===== config.mk =====
export PLATFORM = sky130hd
export DESIGN_NAME = lcd_serial_port
export DESIGN_NICKNAME = d
export VERILOG_FILES = /design/src/rtl/lcd_serial_pkg.sv /design/src/rtl/lcd_serial_sync.sv /design/src/rtl/lcd_serial_store.sv /design/src/rtl/lcd_serial_engine.sv /design/src/rtl/lcd_serial_port.sv
export SDC_FILE = /design/constraint.sdc
export NUM_CORES = 1
export LEC_CHECK = 0
export BUFFER_PORTS_ARGS = -buffer_cell sky130_fd_sc_hd__buf_2
export CAP_MARGIN = 10
export CORE_MARGIN = 5
export CORE_UTILIZATION = 57
export CTS_CLUSTER_DIAMETER = 200
export CTS_CLUSTER_SIZE = 28
export DETAILED_ROUTE_END_ITERATION = 8
export GPL_TIMING_DRIVEN = 0
export PLACE_DENSITY = 0.83
export SKIP_CTS_REPAIR_TIMING = 1
export SLEW_MARGIN = 10
export SYNTH_ARGS = -nofsm -noshare
export SYNTH_HDL_FRONTEND = slang
export SYNTH_SLANG_ARGS = --single-unit
export TNS_END_PERCENT = 20

===== constraint.sdc =====
create_clock -name clk -period 2.4 [get_ports clk]
set_clock_uncertainty 0.1 [all_clocks]
set_input_delay 0.24 -clock clk [delete_from_list [all_inputs] [get_ports clk]]
set_output_delay 0.24 -clock clk [all_outputs]
set_load 0.01 [all_outputs]

===== src/rtl/lcd_serial_pkg.sv =====
package lcd_serial_pkg;

  localparam int PFX_W = 3;
  localparam logic [PFX_W-1:0] PFX_READ  = 3'b110;
  localparam logic [PFX_W-1:0] PFX_WRITE = 3'b101;
  localparam logic [PFX_W-1:0] PFX_CMD   = 3'b100;

  typedef enum logic [2:0] {
    ST_PFX,    // collecting the operation prefix
    ST_ADDR,   // collecting the word address
    ST_RD,     // read-only data phase
    ST_WSEL,   // 101 mode, nibble boundary: read or write decides
    ST_RMWRD,  // 101 mode, old nibble going out
    ST_WR,     // 101 mode, new nibble coming in
    ST_CMD,    // configuration words
    ST_DEAD    // unknown prefix, wait for deselect
  } phase_t;

  typedef enum logic [1:0] {
    MD_NONE,
    MD_READ,
    MD_WRITE,
    MD_CMD
  } mode_t;

endpackage


===== src/rtl/lcd_serial_sync.sv =====
module lcd_serial_sync #(
  parameter int W = 4,
  parameter logic [W-1:0] INIT = '1
) (
  input  logic         clk,
  input  logic         rst_n,
  input  logic [W-1:0] async_i,
  output logic [W-1:0] sync_o
);

  for (genvar g = 0; g < W; g++) begin : g_bit
    logic meta_q, stab_q;
    always_ff @(posedge clk or negedge rst_n) begin
      if (!rst_n) begin
        meta_q <= INIT[g];
        stab_q <= INIT[g];
      end else begin
        meta_q <= async_i[g];
        stab_q <= meta_q;
      end
    end
    assign sync_o[g] = stab_q;
  end

endmodule


===== src/rtl/lcd_serial_store.sv =====
module lcd_serial_store #(
  parameter int AW = 6,
  parameter int DW = 4
) (
  input  logic          clk,
  input  logic          rst_n,
  input  logic          we_i,
  input  logic [AW-1:0] waddr_i,
  input  logic [DW-1:0] wdata_i,
  input  logic [AW-1:0] raddr_i,
  output logic [DW-1:0] rdata_o,
  input  logic [AW-1:0] saddr_i,
  output logic [DW-1:0] sdata_o
);

  localparam int DEPTH = 1 << AW;

  logic [DW-1:0] mem [DEPTH];

  for (genvar g = 0; g < DEPTH; g++) begin : g_word
    always_ff @(posedge clk or negedge rst_n) begin
      if (!rst_n)
        mem[g] <= '0;
      else if (we_i && waddr_i == AW'(g))
        mem[g] <= wdata_i;
    end
  end

  assign rdata_o = mem[raddr_i];
  assign sdata_o = mem[saddr_i];

endmodule


===== src/rtl/lcd_serial_engine.sv =====
module lcd_serial_engine
  import lcd_serial_pkg::*;
#(
  parameter int AW = 6,
  parameter int DW = 4,
  parameter int CW = 9
) (
  input  logic          clk,
  input  logic          rst_n,
  input  logic          desel_i,
  input  logic          wr_rise_i,
  input  logic          rd_rise_i,
  input  logic          din_i,
  input  logic [DW-1:0] word_i,
  output logic [AW-1:0] addr_o,
  output logic          we_o,
  output logic [AW-1:0] waddr_o,
  output logic [DW-1:0] wdata_o,
  output logic          dout_o,
  output logic          oe_o,
  output logic          cmd_valid_o,
  output logic [CW-1:0] cmd_code_o
);

  localparam int MAXLEN = (CW > AW) ? CW : AW;
  localparam int CNTW   = $clog2(MAXLEN + 1);
  localparam int DBW    = (DW > 1) ? $clog2(DW) : 1;

  phase_t          st;
  mode_t           md;
  logic [CNTW-1:0] cnt;
  logic [CW-1:0]   sh;
  logic [CW-1:0]   sh_nx;
  logic [DW-1:0]   nib;
  logic [DW-1:0]   nib_nx;
  logic [DBW-1:0]  bsel;

  assign sh_nx  = {sh[CW-2:0], din_i};
  assign nib_nx = {din_i, nib[DW-1:1]};
  assign bsel   = cnt[DBW-1:0];

  always_ff @(posedge clk or negedge rst_n) begin
    if (!rst_n) begin
      st          <= ST_PFX;
      md          <= MD_NONE;
      cnt         <= '0;
      sh          <= '0;
      nib         <= '0;
      addr_o      <= '0;
      we_o        <= 1'b0;
      waddr_o     <= '0;
      wdata_o     <= '0;
      dout_o      <= 1'b0;
      oe_o        <= 1'b0;
      cmd_valid_o <= 1'b0;
      cmd_code_o  <= '0;
    end else begin
      we_o        <= 1'b0;
      cmd_valid_o <= 1'b0;
      if (desel_i) begin
        st   <= ST_PFX;
        md   <= MD_NONE;
        cnt  <= '0;
        sh   <= '0;
        oe_o <= 1'b0;
      end else begin
        if (wr_rise_i) oe_o <= 1'b0;
        unique case (st)
          ST_PFX: if (wr_rise_i) begin
            sh <= sh_nx;
            if (cnt == CNTW'(PFX_W - 1)) begin
              cnt <= '0;
              if (sh_nx[PFX_W-1:0] == PFX_READ) begin
                st <= ST_ADDR;
                md <= MD_READ;
              end else if (sh_nx[PFX_W-1:0] == PFX_WRITE) begin
                st <= ST_ADDR;
                md <= MD_WRITE;
              end else if (sh_nx[PFX_W-1:0] == PFX_CMD) begin
                st <= ST_CMD;
                md <= MD_CMD;
              end else begin
                st <= ST_DEAD;
              end
            end else begin
              cnt <= cnt + 1'b1;
            end
          end
          ST_ADDR: if (wr_rise_i) begin
            sh <= sh_nx;
            if (cnt == CNTW'(AW - 1)) begin
              cnt    <= '0;
              addr_o <= sh_nx[AW-1:0];
              st     <= (md == MD_READ) ? ST_RD : ST_WSEL;
            end else begin
              cnt <= cnt + 1'b1;
            end
          end
          ST_RD: if (rd_rise_i) begin
            dout_o <= word_i[bsel];
            oe_o   <= 1'b1;
            if (cnt == CNTW'(DW - 1)) begin
              cnt    <= '0;
              addr_o <= addr_o + 1'b1;
            end else begin
              cnt <= cnt + 1'b1;
            end
          end
          ST_WSEL: begin
            if (rd_rise_i) begin
              dout_o <= word_i[0];
              oe_o   <= 1'b1;
              cnt    <= CNTW'(1);
              st     <= ST_RMWRD;
            end else if (wr_rise_i) begin
              nib <= nib_nx;
              cnt <= CNTW'(1);
              st  <= ST_WR;
            end
          end
          ST_RMWRD: if (rd_rise_i) begin
            dout_o <= word_i[bsel];
            if (cnt == CNTW'(DW - 1)) begin
              cnt <= '0;
              st  <= ST_WR;
            end else begin
              cnt <= cnt + 1'b1;
            end
          end
          ST_WR: if (wr_rise_i) begin
            nib <= nib_nx;
            if (cnt == CNTW'(DW - 1)) begin
              cnt     <= '0;
              we_o    <= 1'b1;
              waddr_o <= addr_o;
              wdata_o <= nib_nx;
              addr_o  <= addr_o + 1'b1;
              st      <= ST_WSEL;
            end else begin
              cnt <= cnt + 1'b1;
            end
          end
          ST_CMD: if (wr_rise_i) begin
            sh <= sh_nx;
            if (cnt == CNTW'(CW - 1)) begin
              cnt         <= '0;
              cmd_valid_o <= 1'b1;
              cmd_code_o  <= sh_nx;
            end else begin
              cnt <= cnt + 1'b1;
            end
          end
          default: ;
        endcase
      end
    end
  end

  // the line is only driven in a mode that has a read phase
  a_r8_oe_only_read: assert property (@(posedge clk) disable iff (!rst_n)
    oe_o |-> (md == MD_READ || md == MD_WRITE));

  // deselect returns the engine to prefix collection with the line released
  a_r7_desel_resets: assert property (@(posedge clk) disable iff (!rst_n)
    desel_i |=> (st == ST_PFX && !oe_o && !we_o && md == MD_NONE));

  // every store write is accompanied by an address step of one
  a_r3_addr_step: assert property (@(posedge clk) disable iff (!rst_n)
    we_o |-> (addr_o == waddr_o + 1'b1));

  // command strobe is never wider than one cycle
  a_r6_cmd_single: assert property (@(posedge clk) disable iff (!rst_n)
    cmd_valid_o |=> !cmd_valid_o);

  // an unknown prefix produces no side effects
  a_r1_dead_quiet: assert property (@(posedge clk) disable iff (!rst_n)
    (st == ST_DEAD) |-> (!we_o && !cmd_valid_o && !oe_o));

  // a store write only follows write-strobe activity
  a_r5_we_after_wr: assert property (@(posedge clk) disable iff (!rst_n)
    we_o |-> $past(wr_rise_i));

endmodule


===== src/rtl/lcd_serial_port.sv =====
module lcd_serial_port #(
  parameter int AW = 6,
  parameter int DW = 4,
  parameter int CW = 9
) (
  input  logic          clk,
  input  logic          rst_n,
  input  logic          cs_n_i,
  input  logic          wr_clk_i,
  input  logic          rd_clk_i,
  input  logic          sdata_i,
  output logic          sdata_o,
  output logic          sdata_oe_o,
  input  logic [AW-1:0] scan_addr_i,
  output logic [DW-1:0] scan_data_o,
  output logic          cmd_valid_o,
  output logic [CW-1:0] cmd_code_o
);

  localparam int NSYNC = 4;

  logic [NSYNC-1:0] pins_s;
  logic cs_s, wr_s, rd_s, dat_s;
  logic wr_q, rd_q;
  logic wr_rise, rd_rise;
  logic [AW-1:0] eng_addr, eng_waddr;
  logic [DW-1:0] eng_word, eng_wdata;
  logic          eng_we;

  lcd_serial_sync #(.W(NSYNC), .INIT('1)) u_sync (
    .clk     (clk),
    .rst_n   (rst_n),
    .async_i ({cs_n_i, wr_clk_i, rd_clk_i, sdata_i}),
    .sync_o  (pins_s)
  );

  assign {cs_s, wr_s, rd_s, dat_s} = pins_s;

  always_ff @(posedge clk or negedge rst_n) begin
    if (!rst_n) begin
      wr_q <= 1'b1;
      rd_q <= 1'b1;
    end else begin
      wr_q <= wr_s;
      rd_q <= rd_s;
    end
  end

  assign wr_rise = wr_s & ~wr_q;
  assign rd_rise = rd_s & ~rd_q;

  lcd_serial_engine #(.AW(AW), .DW(DW), .CW(CW)) u_engine (
    .clk         (clk),
    .rst_n       (rst_n),
    .desel_i     (cs_s),
    .wr_rise_i   (wr_rise),
    .rd_rise_i   (rd_rise),
    .din_i       (dat_s),
    .word_i      (eng_word),
    .addr_o      (eng_addr),
    .we_o        (eng_we),
    .waddr_o     (eng_waddr),
    .wdata_o     (eng_wdata),
    .dout_o      (sdata_o),
    .oe_o        (sdata_oe_o),
    .cmd_valid_o (cmd_valid_o),
    .cmd_code_o  (cmd_code_o)
  );

  lcd_serial_store #(.AW(AW), .DW(DW)) u_store (
    .clk     (clk),
    .rst_n   (rst_n),
    .we_i    (eng_we),
    .waddr_i (eng_waddr),
    .wdata_i (eng_wdata),
    .raddr_i (eng_addr),
    .rdata_o (eng_word),
    .saddr_i (scan_addr_i),
    .sdata_o (scan_data_o)
  );

  // while deselected no store write and no command strobe can leave
  a_r7_quiet_when_deselected: assert property (@(posedge clk) disable iff (!rst_n)
    (cs_s && $past(cs_s)) |-> (!eng_we && !cmd_valid_o));

  // a write-strobe rise always releases the line
  a_r8_wr_releases: assert property (@(posedge clk) disable iff (!rst_n)
    wr_rise |=> !sdata_oe_o);

endmodule


; ---- Word-level counts from Yosys, hierarchy flattened
; Index checks and enable logic that the tools add are counted.
[totals]
out_inout_bits = 16
reg_bits = 316
[classes]
n_addsub = 2
order_cmp = 3
eq_ne = 95
n_mux = 71
bitwise = 7
n_reduce_logical = 88
[ops]
columns = cell, n
row1 = $eq A6 B6 Y1 const B, 32
row2 = $eq A6 B5 Y1 const B, 16
row3 = $mux W4, 18
row4 = $logic_and A1 B1 Y1, 64
row5 = $bmux W4 S6, 2
row6 = $eq A6 B4 Y1 const B, 8
row7 = $mux W3, 13
row8 = $mux W6, 5
row9 = $eq A6 B3 Y1 const B, 4
row10 = $mux W8, 3
row11 = $ne A3 B2 Y1 const B, 8
row12 = $pmux W4 S6, 1
row13 = $eq A3 B3 Y1 const B, 6
row14 = $pmux W6 S3, 1
row15 = $mux W1, 17
row16 = $reduce_and A4 Y1, 4
row17 = $pmux W3 S5, 1
row18 = $ge A7 B7 Y1 const B, 2
row19 = $mux W2, 7
row20 = $not A6 Y7, 2
row21 = $eq A6 B2 Y1 const B, 2
row22 = $reduce_bool A2 Y1, 6
row23 = $reduce_and A10 Y1, 1
row24 = $eq A4 B2 Y1 const B, 2
row25 = other kinds (31), 41

; ---- Longest topological paths before layout
[logic_depth]
word_depth = 8
depth_mapped = 11
mapped_depth_nobuf = 9

; ---- By module
; Synthesis repeated with hierarchy kept, for this count alone.
[hier_totals]
hier_cells = 1225
hier_area_um2 = 16893.7
[by_module_without_submodules]
columns = mod, cells_each, area_each_um2, instances
row1 = lcd_serial_store, 967, 13987.2, 1
row2 = lcd_serial_engine, 242, 2586.2, 1
row3 = lcd_serial_sync, 12, 240.2, 1
row4 = lcd_serial_port, 4, 80.1, 1

; ---- Worst setup path after synthesis
; OpenSTA, ideal clock, no wires.
[synth_timing]
path_type = input to output
start = input scan_addr_i[1]
end = output scan_data_o[1]
stages = 5
t_required_ns = 2.060
t_arrival_ns = 2.173
slack_ns = -0.113
cell_sequence = clkbuf_1 clkbuf_1 mux4_2 mux4_2 mux4_2
[synth_via]
elab_chain_cells = 4
[synth_rtl]
columns = item, line
row1 = start: declaration, lcd_serial_port.sv:14  ; input logic [AW-1:0] scan_addr_i,
row2 = $not A6 Y7 (implied by the code), lcd_serial_store.sv:30  ; assign sdata_o = mem[saddr_i];
row3 = $bmux W4 S6, lcd_serial_store.sv:30
row4 = $mux W4 (implied by the code) (2 in series), lcd_serial_store.sv:30
row5 = end: declaration, lcd_serial_port.sv:15  ; output logic [DW-1:0] scan_data_o,
; No other way between the ends. The select of a mux whose other input is x is not followed.

; ---- Worst setup path in the final report
[layout_timing]
start = register u_store.mem[193] (netlist bit)
end = output scan_data_o[1]
[layout_via]
elab_chain_cells = 3
[layout_rtl]
columns = item, line
row1 = start: declaration, lcd_serial_store.sv:18  ; logic [DW-1:0] mem [DEPTH];
row2 = start signal: indexed assignment, lcd_serial_store.sv:25  ; mem[g] <= wdata_i;
row3 = $bmux W4 S6, lcd_serial_store.sv:30
row4 = $mux W4 (implied by the code) (2 in series), lcd_serial_store.sv:30
; No other way between the ends. The select of a mux whose other input is x is not followed.

==> impl_metrics.py <==
metrics = {
    "floorplanning": {
        "die_h_microns": 182,
        "pin_count": 28,
        "die_x_microns": 182,
        "start_util": 0.582,
        "rows": 62,
        "core_area_sq_um": 28900,
        "die_area_sq_um": 33000,
    },
    "worst_setup_path": {
        "crit_fanout": 3,
        "r2r_end": "u_engine.dout_o",
        "startpoint_type": "flip-flop",
        "r2r_start": "u_engine.addr_o[0]",
        "required_ns": 2.06,
        "crit_start": "u_store.mem[193]",
        "endpoint": "scan_data_o[1]",
        "crit_path_end_kind": "output port",
        "ff2ff_setup_slack_ns": -0.66,
        "crit_arrival_ns": 2.78,
        "criticalPathCategory": "flip-flop to output port",
        "reg2reg_depth": 10,
    },
    "place": {
        "dp_slack_ns": -1.29,
        "portBuffers": 23,
        "place.gp.congestion": 1.10,
        "placed_cell_area_sq_um": 17500,
        "place.detailed.hpwl_microns": 38400,
    },
    "global_route": {
        "grt_max_degree": 114,
        "grt_overflow_total": 0,
        "grt_use_total": 0.321,
        "antenna_found_initial": 4,
        "grt_pass1_wl_microns": 78700,
        "grt_pass1_vias": 11700,
    },
    "timing": {
        "max_slew_margin": 0.302,
        "slew_violations": 0,
        "rsz0062_at_grt": "true",
        "final_hold_viol_count": 0,
        "fin_ws_ns": -0.722,
        "min_period_ns": 3.12,
        "setup_viol": 25,
        "max_slew.worst_pin.slew_ns": 1.05,
        "clock.fmax_mhz": 320,
        "tns_ns": -4.33,
        "min_period_over_period": 1.30,
    },
    "detailed_routing": {
        "drc": 0,
        "drt_iter0_markers": 1746,
        "viasPerCell": 7.35,
        "wl_per_cell_microns": 33.0,
        "ant_nets": 0,
        "vias": 12000,
        "routed_wl_microns": 53900,
        "firstDrtPassIters": 5,
    },
    "synthesis": {
        "synth-seq-area-share": 0.470,
        "syn_area_sq_um": 16800,
        "ys_ff_latch": 315,
        "synth_edf_count": 0,
        "synth_fp_nets": 1204,
        "syn_avg_cell_area_sq_um": 14.1,
        "synthFlopType": "dfrtp_1",
        "yosys_warnings": 0,
        "synthCells": 1187,
        "ys_async_sr_fraction": 1.00,
        "yosysUniqueCellTypes": 62,
    },
    "cells_and_area": {
        "drive_gt1_frac": 0.453,
        "final_area_sq_um": 18400,
        "area_growth_pct": 9.40,
        "layout.nets": 1261,
        "fin_util": 0.637,
    },
    "cts": {
        "cts_root_buf": "clkbuf_16",
        "clock_path_buffers": 3,
        "cts-htree-levels": 1,
        "clkSinkCount": 315,
        "path_clk_slew_ns": 0.11,
        "clock_latency_ns": 0.54,
        "cts_inserted_buffers": 15,
        "tritoncts": "built",
    },
    "outcome": {
        "failed_checks": "negative setup slack",
        "status": "finished, violations left",
    },
    "flow_run": {
        "cap_violations": 0,
    },
    "power_and_ir_drop": {
        "power_density_nw_per_um2": 654,
        "finalPower_w": 0.0120,
        "p_leak_nw": 8.20,
        "ir_drop_mv": 0.607,
    },
    "worst_hold_path": {
        "hp-class": "primary input to asynchronous set/reset pin",
    },
}
==> synthesized netlist by cell type (all sizes together) (11+ instances only) <==
| cell | number | area, sq um |
|---|---|---|
| mux4 | 134 | 3060 |
| buf | 26 | 228 |
| clkbuf | 68 | 255 |
| nand3 | 12 | 60.1 |
| nand2 | 73 | 274 |
| o21ai | 22 | 110 |
| a22oi | 14 | 105 |
| mux2 | 279 | 3140 |
| dfrtp | 305 | 7630 |
| mux2i | 34 | 340 |
| nor2 | 47 | 176 |
| nor3 | 11 | 60.1 |
| a21oi | 24 | 120 |
==> layout make-up <==
cell class,instances,area [sq um]
Multi-Input combinational cell,767,8590
Tap cell,384,480
Clock inverter,2,38.8
Clock buffer,19,390
Timing Repair Buffer,42,345
Buffer,92,572
Inverter,11,47.5
Sequential cell,315,7900
Fill cell,2110,10500
Antenna cell,1,2.50
==> kinds of logic (layout without fill, tap and decap cells) <==
kind of cell / count (synthesis) / in the layout / share of synthesized area
adders and majority gates: 5 / 5 / 0.00373
buffers and inverters: 105 / 166 / 0.0312
other: 0 / 1 / 0
xor gates and xnor gates: 1 / 1 / 0.000522
AOI/OAI and AO/OA: 124 / 124 / 0.0520
muxes: 447 / 447 / 0.389
DFF: 315 / 315 / 0.470
and+or+nand+nor: 190 / 190 / 0.0530
==> registers in the layout (all words and copies together), names as in the netlist, 6 cells and up <==
register / count
u_engine.waddr_o: 6
u_store.mem: 256
u_engine.addr_o: 6
u_engine.cmd_code_o: 9
u_engine.sh: 8
==> layer usage <==
metal  vias to the layer above  GRT usage  wire [microns]
met4                         2      0.169            3710
li1                       4650          -               -
met1                      6237      0.429           19300
met5                         -          0              13
met3                       207     0.0846            6570
met2                       909      0.486           24200
==> critical path: stages (launching register included) <==
cell and delay (ns):
dfrtp_1 0.42, mux4_2 0.54, mux4_2 0.56, mux4_2 0.58
buf_6 0.16
==> worst min-delay path by stage <==
stage	end	slack, ns	depth (start not counted)
2_1_floorplan	u_engine.addr_o[0]	-0.16	0
3_5_place_dp	u_engine.sh[7]	0.24	1
5_1_grt	u_sync.g_bit[1].stab_q	0.27	0
4_1_cts	u_engine.sh[7]	-0.31	1
3_3_place_gp	u_sync.g_bit[0].meta_q	0.25	1
6_report	u_engine.sh[7]	0.25	2
==> layout by cell type (no fill, tap or decap), drive strengths merged, types with 6 or more instances in the layout <==
cell type,n
a211oi,9
a21oi,24
a22o,10
a22oi,14
buf,62
clkbuf,86
dfrtp,305
dfstp,10
inv,11
mux2,279
mux2i,34
mux4,134
nand2,73
nand2b,9
nand3,12
nor2,47
nor3,11
o21ai,22
o221ai,9
o22ai,6
or2,8
==> power by group <==
group / internal (W) / switching [W]
clock network: 0.00120 / 0.00179
registers: 0.00541 / 0.000225
logic: 0.00119 / 0.00220
==> metrics by stage <==
step	std cells	hold WS [ns]
6_report	1633	0.253
5_1_grt	1633	0.266
4_1_cts	1617	-0.310
3_5_place_dp	1596	0.235
3_3_place_gp	1594	0.247
2_1_floorplan	1187	-0.156
No activity file was read; power rests on OpenSTA's default activity.
